## src/rtl/adc_link_pkg.sv

```systemverilog
package adc_link_pkg;

    // Sequencer states
    typedef enum logic [1:0] {
        LINK_IDLE  = 2'd0,
        LINK_RUN   = 2'd1,
        LINK_GUARD = 2'd2
    } link_state_e;

    localparam int CMD_LEN       = 4;    // command bits sent by the host
    localparam int NULL_LEN      = 1;    // idle bit after the turnaround
    localparam int SCLK_CEIL_KHZ = 200;  // fastest allowed serial clock

    // System clocks per serial-clock level, rounded up, never below two
    function automatic int half_cycles(input int sys_khz, input int want_khz);
        int lim;
        int h;
        lim = (want_khz > SCLK_CEIL_KHZ) ? SCLK_CEIL_KHZ : want_khz;
        if (lim < 1) lim = 1;
        h = (sys_khz + 2 * lim - 1) / (2 * lim);
        return (h < 2) ? 2 : h;
    endfunction

endpackage

```

## src/rtl/adc_link_tick.sv

```systemverilog
module adc_link_tick #(
    parameter int HALF = 2
) (
    input  logic clk,
    input  logic rst_n,
    input  logic run,
    output logic tick
);
    localparam int CW = (HALF > 2) ? $clog2(HALF) : 1;

    typedef struct packed {
        logic [CW-1:0] cnt;
    } tick_regs_t;

    tick_regs_t r_d, r_q;

    always_comb begin
        r_d = r_q;
        if (!run) begin
            r_d.cnt = '0;
        end else if (r_q.cnt == CW'(HALF - 1)) begin
            r_d.cnt = '0;
        end else begin
            r_d.cnt = r_q.cnt + 1'b1;
        end
    end

    always_ff @(posedge clk or negedge rst_n) begin
        if (!rst_n) r_q <= '0;
        else        r_q <= r_d;
    end

    assign tick = run && (r_q.cnt == CW'(HALF - 1));

endmodule

```

## src/rtl/adc_link_shreg.sv

```systemverilog
module adc_link_shreg #(
    parameter int WIDTH = 4
) (
    input  logic             clk,
    input  logic             rst_n,
    input  logic             load,
    input  logic [WIDTH-1:0] load_val,
    input  logic             shift,
    input  logic             sin,
    output logic [WIDTH-1:0] q
);
    typedef struct packed {
        logic [WIDTH-1:0] bits;
    } sh_regs_t;

    sh_regs_t r_d, r_q;

    always_comb begin
        r_d = r_q;
        if (load) begin
            r_d.bits = load_val;
        end else if (shift) begin
            r_d.bits = {r_q.bits[WIDTH-2:0], sin};
        end
    end

    always_ff @(posedge clk or negedge rst_n) begin
        if (!rst_n) r_q <= '0;
        else        r_q <= r_d;
    end

    assign q = r_q.bits;

endmodule

```

## src/rtl/adc_link_ctrl.sv

```systemverilog
module adc_link_ctrl
    import adc_link_pkg::*;
#(
    parameter int SYS_CLK_KHZ = 250000,
    parameter int SCLK_KHZ    = 200,
    parameter int RES_BITS    = 12,
    parameter int GUARD_CYC   = 16
) (
    input  logic                clk,
    input  logic                rst_n,
    input  logic                start,
    input  logic                cfg_single,
    input  logic                cfg_odd,
    output logic                busy,
    output logic [RES_BITS-1:0] result,
    output logic                result_valid,
    output logic                adc_cs_n,
    output logic                adc_sclk,
    output logic                sdio_out,
    output logic                sdio_oe,
    input  logic                sdio_in
);
    localparam int HALF         = half_cycles(SYS_CLK_KHZ, SCLK_KHZ);
    localparam int LAST_RISE    = CMD_LEN + NULL_LEN + RES_BITS;
    localparam int FIRST_SAMPLE = CMD_LEN + NULL_LEN + 1;
    localparam int RW           = $clog2(LAST_RISE + 1);
    localparam int GUARD_EFF    = (GUARD_CYC < 1) ? 1 : GUARD_CYC;
    localparam int GW           = (GUARD_EFF > 1) ? $clog2(GUARD_EFF) : 1;

    typedef struct packed {
        link_state_e   st;
        logic          cs_n;
        logic          sclk;
        logic          oe;
        logic [RW-1:0] rises;
        logic [GW-1:0] gcnt;
        logic          done;
        logic          valid;
    } ctrl_regs_t;

    ctrl_regs_t r_d, r_q;

    logic                tick;
    logic                cmd_load, cmd_shift;
    logic                rx_shift;
    logic [CMD_LEN-1:0]  cmd_bits;
    logic [RW-1:0]       rise_next;

    // Serial-clock level pacer
    adc_link_tick #(.HALF(HALF)) u_tick (
        .clk   (clk),
        .rst_n (rst_n),
        .run   (r_q.st == LINK_RUN),
        .tick  (tick)
    );

    // Outgoing command: start marker, mode, channel, MSB-first request
    adc_link_shreg #(.WIDTH(CMD_LEN)) u_cmd (
        .clk      (clk),
        .rst_n    (rst_n),
        .load     (cmd_load),
        .load_val ({1'b1, cfg_single, cfg_odd, 1'b1}),
        .shift    (cmd_shift),
        .sin      (1'b0),
        .q        (cmd_bits)
    );

    // Incoming result word, most significant bit first
    adc_link_shreg #(.WIDTH(RES_BITS)) u_rx (
        .clk      (clk),
        .rst_n    (rst_n),
        .load     (1'b0),
        .load_val ('0),
        .shift    (rx_shift),
        .sin      (sdio_in),
        .q        (result)
    );

    assign rise_next = r_q.rises + 1'b1;

    always_comb begin
        r_d       = r_q;
        r_d.valid = 1'b0;
        cmd_load  = 1'b0;
        cmd_shift = 1'b0;
        rx_shift  = 1'b0;

        unique case (r_q.st)
            LINK_IDLE: begin
                if (start) begin
                    r_d.st    = LINK_RUN;
                    r_d.cs_n  = 1'b0;
                    r_d.sclk  = 1'b0;
                    r_d.oe    = 1'b1;
                    r_d.rises = '0;
                    r_d.done  = 1'b0;
                    cmd_load  = 1'b1;
                end
            end

            LINK_RUN: begin
                // Turn the wire around once the fourth rising edge is out
                if (r_q.rises >= RW'(CMD_LEN)) begin
                    r_d.oe = 1'b0;
                end
                if (r_q.done) begin
                    r_d.st    = LINK_GUARD;
                    r_d.cs_n  = 1'b1;
                    r_d.sclk  = 1'b0;
                    r_d.oe    = 1'b0;
                    r_d.valid = 1'b1;
                    r_d.gcnt  = '0;
                end else if (tick) begin
                    if (!r_q.sclk) begin
                        r_d.sclk  = 1'b1;
                        r_d.rises = rise_next;
                        if (rise_next >= RW'(FIRST_SAMPLE)) begin
                            rx_shift = 1'b1;
                        end
                        if (rise_next == RW'(LAST_RISE)) begin
                            r_d.done = 1'b1;
                        end
                    end else begin
                        r_d.sclk = 1'b0;
                        if (r_q.rises < RW'(CMD_LEN)) begin
                            cmd_shift = 1'b1;
                        end
                    end
                end
            end

            LINK_GUARD: begin
                if (r_q.gcnt == GW'(GUARD_EFF - 1)) begin
                    r_d.st = LINK_IDLE;
                end else begin
                    r_d.gcnt = r_q.gcnt + 1'b1;
                end
            end

            default: begin
                r_d.st   = LINK_IDLE;
                r_d.cs_n = 1'b1;
                r_d.sclk = 1'b0;
                r_d.oe   = 1'b0;
            end
        endcase
    end

    always_ff @(posedge clk or negedge rst_n) begin
        if (!rst_n) begin
            r_q       <= '0;
            r_q.st    <= LINK_IDLE;
            r_q.cs_n  <= 1'b1;
        end else begin
            r_q <= r_d;
        end
    end

    assign busy         = (r_q.st != LINK_IDLE);
    assign result_valid = r_q.valid;
    assign adc_cs_n     = r_q.cs_n;
    assign adc_sclk     = r_q.sclk;
    assign sdio_oe      = r_q.oe;
    assign sdio_out     = cmd_bits[CMD_LEN-1];

endmodule

```

## config.mk

```make
export PLATFORM = sky130hd
export DESIGN_NAME = adc_link_ctrl
export DESIGN_NICKNAME = d
export VERILOG_FILES = /design/src/rtl/adc_link_pkg.sv /design/src/rtl/adc_link_tick.sv /design/src/rtl/adc_link_shreg.sv /design/src/rtl/adc_link_ctrl.sv
export SDC_FILE = /design/constraint.sdc
export NUM_CORES = 1
export LEC_CHECK = 0
export BUFFER_PORTS_ARGS = -buffer_cell sky130_fd_sc_hd__clkbuf_2
export CAP_MARGIN = 0
export CORE_UTILIZATION = 38
export DETAILED_ROUTE_END_ITERATION = 10
export PLACE_DENSITY = 0.63
export SKIP_LAST_GASP = 1
export SLEW_MARGIN = 20
export SYNTH_ARGS = -nofsm -noshare
export SYNTH_HDL_FRONTEND = slang
export SYNTH_SLANG_ARGS = --single-unit
```

## constraint.sdc

```tcl
create_clock -name clk -period 2 [get_ports clk]
set_clock_uncertainty 0.2 [all_clocks]
set_input_delay 0.2 -clock clk [delete_from_list [all_inputs] [get_ports clk]]
set_output_delay 0.2 -clock clk [all_outputs]
set_load 0.1 [all_outputs]
```

==> qor.csv, run 1 <==
stage;metric;value;unit
logic_synthesis;Cell Area, Synth;0.00201;mm2
finish;Finished Cell Area;0.00280;mm2
pwr;Seq pwr share;39.1;%
timing;setup ws final;-141;ps
logic_synthesis;ys flop type;dfrtp_1;
timing;Final Max Slew Viols;0;
finish;Storage cell area;0.00106;mm2
placed_design;Buffers on Ports;23;
drt;routed vias;1574;
timing;Hold Fails Final Rpt;0;
min_path;HP Class;in2async;
timing;period utilisation layout;107;%
global_routing;GRT Util Overall;15.6;%
finish;area of the multi-input gates;985;um2
run;number of max-cap violations;0;
critical_path;Crit Path Max Fanout;12;
pwr;Switching Fraction;36.5;%
drt;first-pass iteration count of the detailed router;4;
critical_path;CP Data Arrival Time;2130;ps
placed_design;routability cong.;0.800;
floorplanning;# IOs;24;
logic_synthesis;count leader, synth;dfrtp_1;
drt;Detailed Route WL;4.08;mm
placed_design;Cell Area, Placed;0.00248;mm2
finish;Fillers;452;
logic_synthesis;Yosys cell types;41;
global_routing;largest net degree at the start of global routing;24;
logic_synthesis;most instantiated cells after synthesis;41 x dfrtp_1, 25 x nor2_1, 16 x nand2_1;
logic_synthesis;Cells after Synth;196;
drt;Avg WL per Cell;12.2;um
logic_synthesis;register area share after synthesis;52.3;%
clocking;Clock Tree Root;clkbuf_8;
global_routing;global-route wire length before repair;6.68;mm
global_routing;number of global-route vias before repair;1536;
critical_path;critical path cell sequence;ha_4 > buf_4 > nor4b_4 > a32oi_1 > a21oi_2 > nor2_4 > buf_12 > mux2_2;
floorplanning;die area;0.00559;mm2
drt;DRT iter0 DRCs;57;
critical_path;Slowest-stage cell, CP;dfrtp_2;
pwr;Leak;1.35;nW
logic_synthesis;Seq cells post-synth;42;
finish;area grow syn2layout;39.4;%
timing;RSZ-0062 raised after global routing;true;
finish;nets;275;
floorplanning;Die Width;74.8;um
timing;min Tclk post-route;2140;ps
timing;endpoints failing setup;12;
floorplanning;die height;74.8;um
global_routing;total congestion overflow;0;
logic_synthesis;Synth async-reset ratio;100;%
critical_path;CP max stage delay;460;ps
placed_design;dpl cells;314;
pwr;peak supply drop;495;uV
timing;FMAX;0.467;GHz
logic_synthesis;top cells by area in the synthesized netlist;dfrtp_1 51%, mux2_2 6.7%, nor2_1 4.7%;
pwr;Int Power;1.73;mW
pwr;Psw;0.996;mW
finish;fin cells;334;
timing;Max-slew headroom;59.4;%
pwr;Clock power frac;24.7;%
logic_synthesis;Syn. warnings;0;
global_routing;initial antenna violation count;0;
critical_path;CP endpoint kind;register;
placed_design;Place WS;-310;ps
pwr;logic gate share of total power;36.2;%
clocking;clk_lat worst skew;300;ps
logic_synthesis;leading area contributor after synthesis;dfrtp_1;
clocking;H-tree levels;2;
logic_synthesis;Post-synth EDFFs;0;
floorplanning;Core Box Area;0.00511;mm2
finish;share of layout cells above drive strength 1;38.3;%
timing;Slew @ Worst Pin;610;ps
drt;DR DRC count;0;
critical_path;kind of critical path;reg2reg;
critical_path;Critical Path RT;1990;ps
status;status;finished, violations left;
finish;Final Util;54.9;%
critical_path;Startpoint Class;register;
timing;Setup TNS;-1570;ps
clocking;Num CTS Buffers;5;
logic_synthesis;syn avg cell area;10.3;um2
clocking;total clock sinks;42;
clocking;CTS tree;yes;
drt;ANT nets after route;0;
pwr;power density of the placed cells;973;mW/mm2
logic_synthesis;share of the synthesized area in the top cell type;51.0;%
floorplanning;Initial Util;39.4;%
clocking;CTS max path bufs;2;
clocking;Clock transition at path regs;90;ps
status;failing checks;setup timing;
drt;post-DR vias/cell;4.71;
floorplanning;row count;26;
logic_synthesis;post-synth net total;208;
finish;# diodes;0;
placed_design;hpwl dp;2.87;mm
## power by group through the flow
| stage | Sequential [mW] | Combinational [mW] | Clock [mW] |
|---|---|---|---|
| after global placement | 1.08 | 0.921 | 0 |
| after floorplan | 1.24 | 0.456 | 0 |
| after CTS | 1.07 | 0.948 | 0.703 |
| final | 1.07 | 0.987 | 0.673 |
| after global routing | 1.09 | 1.09 | 0.733 |
| after detailed placement | 1.08 | 0.933 | 0 |
## cell families (layout without fill, tap and decap cells)
logic type      Yosys count  in the layout  synth area share (%)
fa+ha+maj                 6              6                  3.73
flops                    42             42                  52.3
mux                      15             15                  8.21
buf+inv                  19             87                  4.04
simple gates             74             74                  18.0
compound gates           29             29                  8.89
xor+xnor                 11             11                  4.79
## final cells by class
type                            count  share of cell area, %
Clock inverter                      3                   1.56
Timing Repair Buffer               66                   18.3
Inverter                           13                   1.74
Tap cell                           70                   3.12
Sequential cell                    42                   37.7
Clock buffer                        5                   2.45
Multi-Input combinational cell    135                   35.1
## registers in the layout, indices dropped and copies added, names as in the netlist
register      flops
sdio_oe           1
result_valid      1
adc_cs_n          1
u_tick.r_q       10
u_rx.q           12
adc_sclk          1
u_cmd.q           4
r_q              12
## final timing paths
path | startpoint | to | slack (ps) | cells past startpoint
max in group asynchronous | rst_n | adc_cs_n$_DFFE_PN1P_ | 790 | 3
worst max-delay path | r_q[6]$_DFFE_PN0P_ | u_rx.q[4]$_DFFE_PN0P_ | -140 | 8
worst min register to register | u_cmd.q[2]$_DFFE_PN0P_ | u_cmd.q[3]$_DFFE_PN0P_ | 290 | 2
min in group clk | u_cmd.q[2]$_DFFE_PN0P_ | u_cmd.q[3]$_DFFE_PN0P_ | 290 | 2
worst max register to register | r_q[6]$_DFFE_PN0P_ | u_rx.q[4]$_DFFE_PN0P_ | -140 | 8
worst min-delay path | rst_n | u_rx.q[3]$_DFFE_PN0P_ | 240 | 2
## layer usage
layer	routed length [um]	part of all wire [%]	global-route usage, %
met5	0	0	0
met4	36	0.88	5.03
met3	115	2.8	3.61
met2	1990	49	25.5
met1	1940	48	20.4
## placed cells by master, fill, tap and decap left out, drive strengths merged, types with 2 or more instances in the layout
master	instances
a21oi	8
a31oi	2
a32oi	2
and2	2
buf	37
clkbuf	29
dfrtp	41
dlygate4sd3	5
ha	6
inv	14
mux2	12
mux2i	3
nand2	16
nand2b	5
nand3	13
nor2	26
nor3	2
nor4	2
o21ai	9
o31ai	2
xnor2	8
xor2	3
## worst max-delay path: cells and delay by family (launching register included)
family / cells / cell delay, ps
flops: 1 / 460
compound gates: 2 / 360
mux: 1 / 270
buf+inv: 2 / 280
simple gates: 2 / 280
fa+ha+maj: 1 / 180
## timing repair
| item | in CTS | in global routing |
|---|---|---|
| hold endpoints to repair | 25 | 0 |
| endpoints found under the setup margin | 14 | 18 |
| setup buffers | 2 | 5 |
| resized for setup | 3 | 13 |
| hold buffers | 5 | 0 |
| pin swaps | 0 | 8 |
| gates cloned | 0 | 1 |
## through the flow
step | hold slack [ps] | total power, mW
final | 241 | 2.73
after global routing | 306 | 2.91
after CTS | 255 | 2.72
after detailed placement | 38.8 | 2.01
after global placement | 36.4 | 2.00
after floorplan | -296 | 1.70
(Power assumes the default switching activity.)
==> inputs of run 2 (changes only) <==
RECOVER_POWER = 50   (was not set)
==> run 2 against run 1 <==
Against the previous run: the run still ends with setup timing left; global-route usage is the same; worst setup slack worse by 1.0 ps; count of clock-buffer cells in the layout stayed put; sequential power about the same; flip-flop and latch count is the same; critical path depth did not move; non-clock buffer count unchanged; clock power about the same; via count rose by 0.13%; total power decreased by 0.20%; combinational power shrank 0.5%; cell count is the same.
==> qor.csv, run 2 (synthesis results as in run 1) <==
stage;metric;value;unit;change
placed_design;hpwl dp;2.87;mm;unchanged
finish;# diodes;0;;unchanged
critical_path;kind of critical path;reg2reg;;
finish;Fillers;454;;+0.44%
placed_design;routability cong.;0.800;;unchanged
critical_path;Crit Path Max Fanout;12;;unchanged
placed_design;Buffers on Ports;23;;unchanged
drt;DR DRC count;0;;unchanged
critical_path;critical path cell sequence;ha_4 > buf_4 > nor4b_4 > a32oi_1 > a21oi_2 > nor2_4 > buf_12 > mux2_2;;
drt;Avg WL per Cell;12.2;um;about the same
drt;DRT iter0 DRCs;54;;-5.3%
clocking;total clock sinks;42;;unchanged
global_routing;number of global-route vias before repair;1536;;unchanged
timing;Final Max Slew Viols;0;;unchanged
finish;area grow syn2layout;38.2;%;
floorplanning;# IOs;24;;unchanged
drt;routed vias;1576;;+0.13%
min_path;HP Class;in2async;;
finish;most common cell after layout, fill and taps aside;dfrtp_1;;
floorplanning;die height;74.8;um;unchanged
pwr;Leak;1.34;nW;-1.2%
floorplanning;Initial Util;39.4;%;unchanged
drt;Detailed Route WL;4.08;mm;about the same
clocking;clk_lat worst skew;300;ps;about the same
floorplanning;Core Box Area;0.00511;mm2;unchanged
floorplanning;Die Width;74.8;um;unchanged
timing;Hold Fails Final Rpt;0;;unchanged
timing;min Tclk post-route;2140;ps;+1.03 ps
timing;FMAX;0.467;GHz;about the same
global_routing;largest net degree at the start of global routing;24;;unchanged
timing;final hold slack;223;ps;-17.3 ps
drt;post-DR vias/cell;4.72;;+0.13%
critical_path;Critical Path RT;1990;ps;about the same
global_routing;initial antenna violation count;0;;unchanged
finish;nets;275;;unchanged
timing;endpoints failing setup;12;;unchanged
placed_design;dpl cells;314;;unchanged
finish;share of layout cells above drive strength 1;37.1;%;-1.1 points
floorplanning;die area;0.00559;mm2;unchanged
critical_path;Slowest-stage cell, CP;dfrtp_2;;
clocking;Num CTS Buffers;5;;unchanged
clocking;CTS tree;yes;;
timing;Max-slew headroom;54.9;%;-4.5 points
clocking;Clock Tree Root;clkbuf_8;;
critical_path;CP max stage delay;460;ps;about the same
global_routing;total congestion overflow;0;;unchanged
status;failing checks;setup timing;;
run;number of max-cap violations;0;;unchanged
floorplanning;row count;26;;unchanged
timing;period utilisation layout;107;%;about the same
critical_path;Startpoint Class;register;;
global_routing;global-route wire length before repair;6.68;mm;unchanged
status;status;finished, violations left;;
clocking;Clock transition at path regs;90;ps;about the same
finish;fin cells;334;;unchanged
drt;ANT nets after route;0;;unchanged
timing;RSZ-0062 raised after global routing;true;;
drt;first-pass iteration count of the detailed router;4;;unchanged
critical_path;CP endpoint kind;register;;
pwr;Power Total;2.72;mW;-0.20%
timing;setup ws final;-142;ps;-1.03 ps
finish;most frequent cells in the layout;39 x dfrtp_1, 31 x buf_4, 25 x nor2_1, 23 x clkbuf_2, 16 x nand2_1;;
global_routing;GRT Util Overall;15.6;%;unchanged
critical_path;CP Data Arrival Time;2130;ps;about the same
pwr;peak supply drop;495;uV;about the same
clocking;H-tree levels;2;;unchanged
pwr;power density of the placed cells;979;mW/mm2;+0.66%
timing;Slew @ Worst Pin;676;ps;+66.8 ps
clocking;CTS max path bufs;2;;unchanged
[run 2: cell count changes in the layout (fill, tap and decap cells not counted)]
cell      before  now
buf_4         33   31
clkbuf_1       0    3
buf_12         3    2
[run 2: area by class of cell]
cell class	count	area [um2]	area share (%)
well taps	70	87.6	3.15
clock buffers	5	68.8	2.48
inverters	13	48.8	1.76
repair buffers	66	489	17.6
clock inverters	3	43.8	1.58
multi-input cells	135	985	35.4
flip-flops and latches	42	1060	38.0
[run 2: routing by layer]
metal | global-route usage, % | up-vias | wire length, um
met1 | 20.4 | 746 | 1940
li1 | - | 802 | -
met4 | 5.03 | 0 | 36
met3 | 3.61 | 5 | 115
met5 | 0 | - | 0
met2 | 25.5 | 23 | 1990
[run 2: report_power, final]
part	leakage (nW)	internal [mW]	switching [mW]	total [mW]
Combinational	0.735	0.366	0.616	0.982
Clock	0.0585	0.374	0.299	0.673
Sequential	0.545	0.988	0.0796	1.07
Total	1.34	1.73	0.995	2.72
[run 2: repair_timing]
action	in CTS	in global routing
pin swaps	0	8
endpoints found under the setup margin	14	18
setup buffers	2	5
hold buffers	5	0
gates resized for setup	3	13
endpoints found under the hold margin	25	0
gates cloned	0	1
[run 2: worst paths after layout]
path                                        start                     end  slack (ps)  cells after the start
setup / recovery               r_q[6]$_DFFE_PN0P_   u_rx.q[4]$_DFFE_PN0P_        -140                      8
hold / removal                              rst_n   u_rx.q[3]$_DFFE_PN0P_         220                      2
max in group asynchronous                   rst_n      r_q[1]$_DFFE_PN0P_         390                      3
hold reg to reg            u_cmd.q[2]$_DFFE_PN0P_  u_cmd.q[3]$_DFFE_PN0P_         290                      2
setup reg to reg               r_q[6]$_DFFE_PN0P_   u_rx.q[4]$_DFFE_PN0P_        -140                      8
min in group clk           u_cmd.q[2]$_DFFE_PN0P_  u_cmd.q[3]$_DFFE_PN0P_         290                      2
[run 2: per-stage QoR]
step | utilization (%) | TNS, ps | instance area, um2 | worst slack [ps]
floorplan | - | -141 | 2050 | -14.1
global placement | 48.6 | -3620 | 2480 | -303
detailed placement | 48.6 | -3600 | 2480 | -310
CTS | 52.6 | -1690 | 2690 | -153
finish | 54.4 | -1580 | 2780 | -142
global route | 54.4 | -3680 | 2780 | -271
[run 2: worst max-delay path: cells and delay by family (launching register included)]
family	cells	cell delay (ps)
fa+ha+maj	1	180
simple gates	2	280
compound gates	2	360
mux	1	270
buf+inv	2	280
flops	1	460
